## src/rtl/misc_ctl_pkg.sv

```systemverilog
package misc_ctl_pkg;
  localparam int DATA_W   = 64;
  localparam int NCPU     = 4;
  localparam int ID_W     = $clog2(NCPU);
  localparam int ITI_LO   = 4;
  localparam int IPI_LO   = 8;
  localparam int REQ_LO   = 12;
  localparam int WIN_LO   = 16;
  localparam int ARB_CLR  = 20;

  localparam logic [DATA_W-1:0] W1C_MASK = 64'h0000_0000_1000_0FF0;
  localparam logic [DATA_W-1:0] ARB_MASK = 64'h0000_0000_00FF_0000;
  localparam logic [DATA_W-1:0] BID_MASK = 64'h0000_0000_00F0_0000;
  localparam logic [DATA_W-1:0] WIN_MASK = 64'h0000_0000_000F_0000;
  localparam logic [DATA_W-1:0] REQ_MASK = 64'h0000_0000_0000_F000;
  localparam logic [DATA_W-1:0] RW_MASK  = 64'h0000_0F00_0000_0000;

  // Clear step first, then the set fields, then the plain storage.
  function automatic logic [DATA_W-1:0] merge_write(input logic [DATA_W-1:0] cur,
                                                    input logic [DATA_W-1:0] val);
    logic [DATA_W-1:0] n;
    n = cur & ~(val & W1C_MASK);
    if (val[ARB_CLR]) n = n & ~ARB_MASK;
    n = n | (val & BID_MASK);
    if ((n & WIN_MASK) == '0) n = n | (val & WIN_MASK);
    n = n | ((val & REQ_MASK) >> (REQ_LO - IPI_LO));
    n = (n & ~RW_MASK) | (val & RW_MASK);
    return n;
  endfunction

  function automatic logic [DATA_W-1:0] read_view(input logic [DATA_W-1:0] cur,
                                                  input logic [ID_W-1:0] id);
    return {cur[DATA_W-1:ID_W], id};
  endfunction
endpackage

```

## src/rtl/misc_next.sv

```systemverilog
module misc_next
  import misc_ctl_pkg::*;
(
  input  logic [DATA_W-1:0] state_q,
  input  logic              wr_en,
  input  logic [DATA_W-1:0] wdata,
  input  logic [NCPU-1:0]   timer_set,
  output logic [DATA_W-1:0] state_d
);
  logic [DATA_W-1:0] after_wr;
  logic [DATA_W-1:0] iti_bits;

  always_comb begin
    after_wr = wr_en ? merge_write(state_q, wdata) : state_q;
    iti_bits = DATA_W'(timer_set) << ITI_LO;
    state_d  = after_wr | iti_bits;
  end
endmodule

```

## src/rtl/misc_read_port.sv

```systemverilog
module misc_read_port
  import misc_ctl_pkg::*;
(
  input  logic              clk,
  input  logic              rst_n,
  input  logic              rd_en,
  input  logic [ID_W-1:0]   cpu_id,
  input  logic [DATA_W-1:0] state_q,
  output logic [DATA_W-1:0] rdata
);
  always_ff @(posedge clk) begin
    if (!rst_n)     rdata <= '0;
    else if (rd_en) rdata <= read_view(state_q, cpu_id);
  end
endmodule

```

## src/rtl/ipi_timer_ctl.sv

```systemverilog
module ipi_timer_ctl
  import misc_ctl_pkg::*;
(
  input  logic              clk,
  input  logic              rst_n,
  input  logic              wr_en,
  input  logic [DATA_W-1:0] wdata,
  input  logic              rd_en,
  input  logic [ID_W-1:0]   cpu_id,
  input  logic [NCPU-1:0]   timer_set,
  output logic [DATA_W-1:0] rdata,
  output logic [NCPU-1:0]   ipi_irq,
  output logic [NCPU-1:0]   timer_irq
);
  logic [DATA_W-1:0] state_q;
  logic [DATA_W-1:0] state_d;
  logic [3:0]        win_field;

  misc_next u_next (
    .state_q   (state_q),
    .wr_en     (wr_en),
    .wdata     (wdata),
    .timer_set (timer_set),
    .state_d   (state_d)
  );

  always_ff @(posedge clk) begin
    if (!rst_n) state_q <= '0;
    else        state_q <= state_d;
  end

  misc_read_port u_rd (
    .clk     (clk),
    .rst_n   (rst_n),
    .rd_en   (rd_en),
    .cpu_id  (cpu_id),
    .state_q (state_q),
    .rdata   (rdata)
  );

  assign ipi_irq   = state_q[IPI_LO +: NCPU];
  assign timer_irq = state_q[ITI_LO +: NCPU];
  assign win_field = state_q[WIN_LO +: 4];
endmodule

```

## config.mk

```make
export PLATFORM = sky130hd
export DESIGN_NAME = ipi_timer_ctl
export DESIGN_NICKNAME = d
export VERILOG_FILES = /design/src/rtl/misc_ctl_pkg.sv /design/src/rtl/misc_next.sv /design/src/rtl/misc_read_port.sv /design/src/rtl/ipi_timer_ctl.sv
export SDC_FILE = /design/constraint.sdc
export NUM_CORES = 1
export LEC_CHECK = 0
export CAP_MARGIN = 20
export CORE_MARGIN = 5
export CORE_UTILIZATION = 39
export CTS_BUF_LIST = sky130_fd_sc_hd__clkbuf_8
export CTS_CLUSTER_DIAMETER = 150
export DETAILED_ROUTE_END_ITERATION = 8
export MAX_ROUTING_LAYER = met4
export PLACE_DENSITY = 0.89
export SLEW_MARGIN = 25
export SYNTH_ARGS = -nofsm -noshare
export SYNTH_HDL_FRONTEND = slang
export SYNTH_SLANG_ARGS = --single-unit
```

## constraint.sdc

```tcl
create_clock -name clk -period 2.1 [get_ports clk]
set_input_delay 0.42 -clock clk [delete_from_list [all_inputs] [get_ports clk]]
set_output_delay 0.42 -clock clk [all_outputs]
set_load 0.01 [all_outputs]
```

==> summary.txt <==
R2r setup slk: 1.13 ns
Status: completed
Worst Hold Depth: 2
Initial antenna violation count: 0
Die ar.: 6850 um2
RD Place Congestion: 0.857
CP peak stage delay: 0.55 ns
Final Setup Violations: 0
Syn_area_per_cell: 9.82 um2
Die W: 82.7 um
Fin Hold WS: 0.441 ns
HP Start: state_q[28]
Clock tree buffer depth: 2
Netlist cell types: 19
Area post-placement: 2570 um2
Skew-Pair Late Insertion Delay: 0.28 ns
Static Leak: 1.11 nW
Clk pin slew, worst setup/hold paths: 0.08 ns
Share of layout cells above drive strength 1: 5.20%
Area share of the largest cell type after synthesis: 42.7%
DR WL/cell: 12.1 um
Fin cells: 339
Largest family of logic cells by synthesized area: buffers and inverters
Fin. Hold Viols: 0
Pwr per Cell Area: 652 nW/um2
GR Overflow Total: 0
TNS Setup: 0 ns
CP Class: reg -> out
Peak supply drop: 315 uV
Worst path slowest cell: clkdlybuf4s50_1
Drt total wl: 4110 um
Input/output buffers: 65
Vias: 1403
Arr. time, crit path: 1.20 ns
Worst min-delay path category: reg -> reg
CTS Sinks: 44
R2R Path End: state_q[18]
Row cnt: 26
Routed Antenna Nets: 0
Root buffer cell: clkbuf_8
Largest cells by area after synthesis: dfxtp_1 (43%), buf_4 (19%), mux2i_1 (13%)
Hold Path Sink: state_q[28]
Cell family with most CP delay: buffers and inverters
Post-synth EDFFs: 0
TritonCTS clock tree: yes
RSZ-0062 raised after global routing: false
Drt drc: 0
GRT Total Usage: 12.9%
CP Capture Type: output pin
Post-synth ARST share: 0%
Post-synth top cells: buf_4 (52), dfxtp_1 (44), nor2b_1 (38)
Die height: 82.7 um
Initial core utilization: 40.4%
First-pass DRT Iterations: 3
Starting DRT DRC Count: 59
Final Cell Area: 2660 um2
Cts bufs inserted: 5
Post-Route Skew: 0.00129 ns
Startpoint types: flop
Final Max Slew Viols: 0
Worst Path Max Fanout: 3
Most frequent cell after synthesis: buf_4
Max H-tree Level: 2
Global-route wire length before repair: 6470 um
Fin crit period: 1.62 ns
MaxCap Viol Count: 0
Placed cells: 331
Seq cells post-synth: 44
Setup Buffers After CTS: 0
Achievable Freq: 0.617 GHz
Post-synthesis compound-gate area fraction: 5.34%
Post-layout util: 52.1%
R2R cell count: 3
Vias per cell: 4.14
Post-synthesis simple-gate area fraction: 17.6%
Req. time, crit path: 1.68 ns
FF-to-FF Start: state_q[17]
Cell Area, Synth: 2060 um2
Seq/Total Area, Yosys: 42.7%
Post-CTS Hold Fix Bufs: 0
Post-synth top area cell: dfxtp_1
Post-CTS Resized: 0
Post-Syn Instances: 210
Mux contribution to synthesized area: 13.1%
Number of global-route vias before repair: 1423
Adder-Cell Fraction of Synth Area: 0%
Ys Warns: 0
Pin count of the biggest net entering global routing: 30
I/O pins: 146
Final period util: 77.2%
Commonest register cell after synthesis: dfxtp_1
Final nets: 342
Diode count: 0
Filler cell count: 478
Area grow syn2layout: 28.9%
XOR/XNOR Fraction of Synth Area: 0%
Core Box Area: 5110 um2
Crit path cell chain: clkdlybuf4s50_1
Dpl hpwl: 3180 um
CP bufs+invs: 1
[area by class of cell]
cell class | instances | area, um2 | share of cell area [%]
multi-input combinational | 147 | 898 | 33.8
sequential | 44 | 881 | 33.1
timing repair buffer | 70 | 701 | 26.3
tap | 70 | 87.6 | 3.29
clock buffer | 6 | 82.6 | 3.10
clock inverter | 2 | 10.0 | 0.376
[metal layers]
| layer | vias to the layer above | track usage, % | share of wire (%) |
|---|---|---|---|
| met5 | - | - | 0 |
| met4 | 0 | 3.43 | 0.78 |
| met3 | 3 | 4.23 | 11 |
| met2 | 69 | 22.0 | 48 |
| met1 | 614 | 14.5 | 41 |
| li1 | 717 | - | - |
[registers in the layout, summed over array words and instances, names as in the netlist]
name        cells
state_q        21
u_rd.rdata     23
[report_power, final]
group | internal, mW | switching [mW] | leakage, nW
clock network | 0.262 | 0.264 | 0.0510
registers | 0.880 | 0.0296 | 0.361
logic | 0.168 | 0.131 | 0.699
total | 1.31 | 0.424 | 1.11
[cell usage in the layout, fill, tap and decap left out, drive strengths merged]
cell type and count:
o21ai 2, a21boi 2, a21oi 5, a22oi 7, clkdlybuf4s50 65, nand3b 2, mux2i 27, nor2b 38
clkbuf 6, nand3 6, o21a 1, and2 1, buf 5, conb 41, nand2 12, nor4b 2
dfxtp 44, clkinv 2, and4bb 1
[stage by stage]
| step | total power [mW] | setup WS (ns) |
|---|---|---|
| floorplan | 1.15 | 1.06 |
| detailed placement | 1.23 | 0.396 |
| global route | 1.85 | 0.403 |
| CTS | 1.76 | 0.449 |
| finish | 1.73 | 0.478 |
| global placement | 1.22 | 0.402 |
[logic make-up (layout without fill, tap and decap cells)]
group	count (synthesis)	in the layout
flops	44	44
simple gates	62	62
mux	27	27
other cells	1	41
buf+inv	59	78
compound gates	17	17
[worst max-delay path by stage]
stage                      startpoint             end  depth (start not counted)
after floorplan                 rd_en  u_rd.rdata[10]                          4
after global routing      state_q[11]      ipi_irq[3]                          1
after detailed placement        wr_en     state_q[17]                          5
after global placement          wr_en     state_q[18]                          5
final                      state_q[4]    timer_irq[0]                          1
after CTS                  state_q[4]    timer_irq[0]                          1
Power figures use the tool's default switching activity.
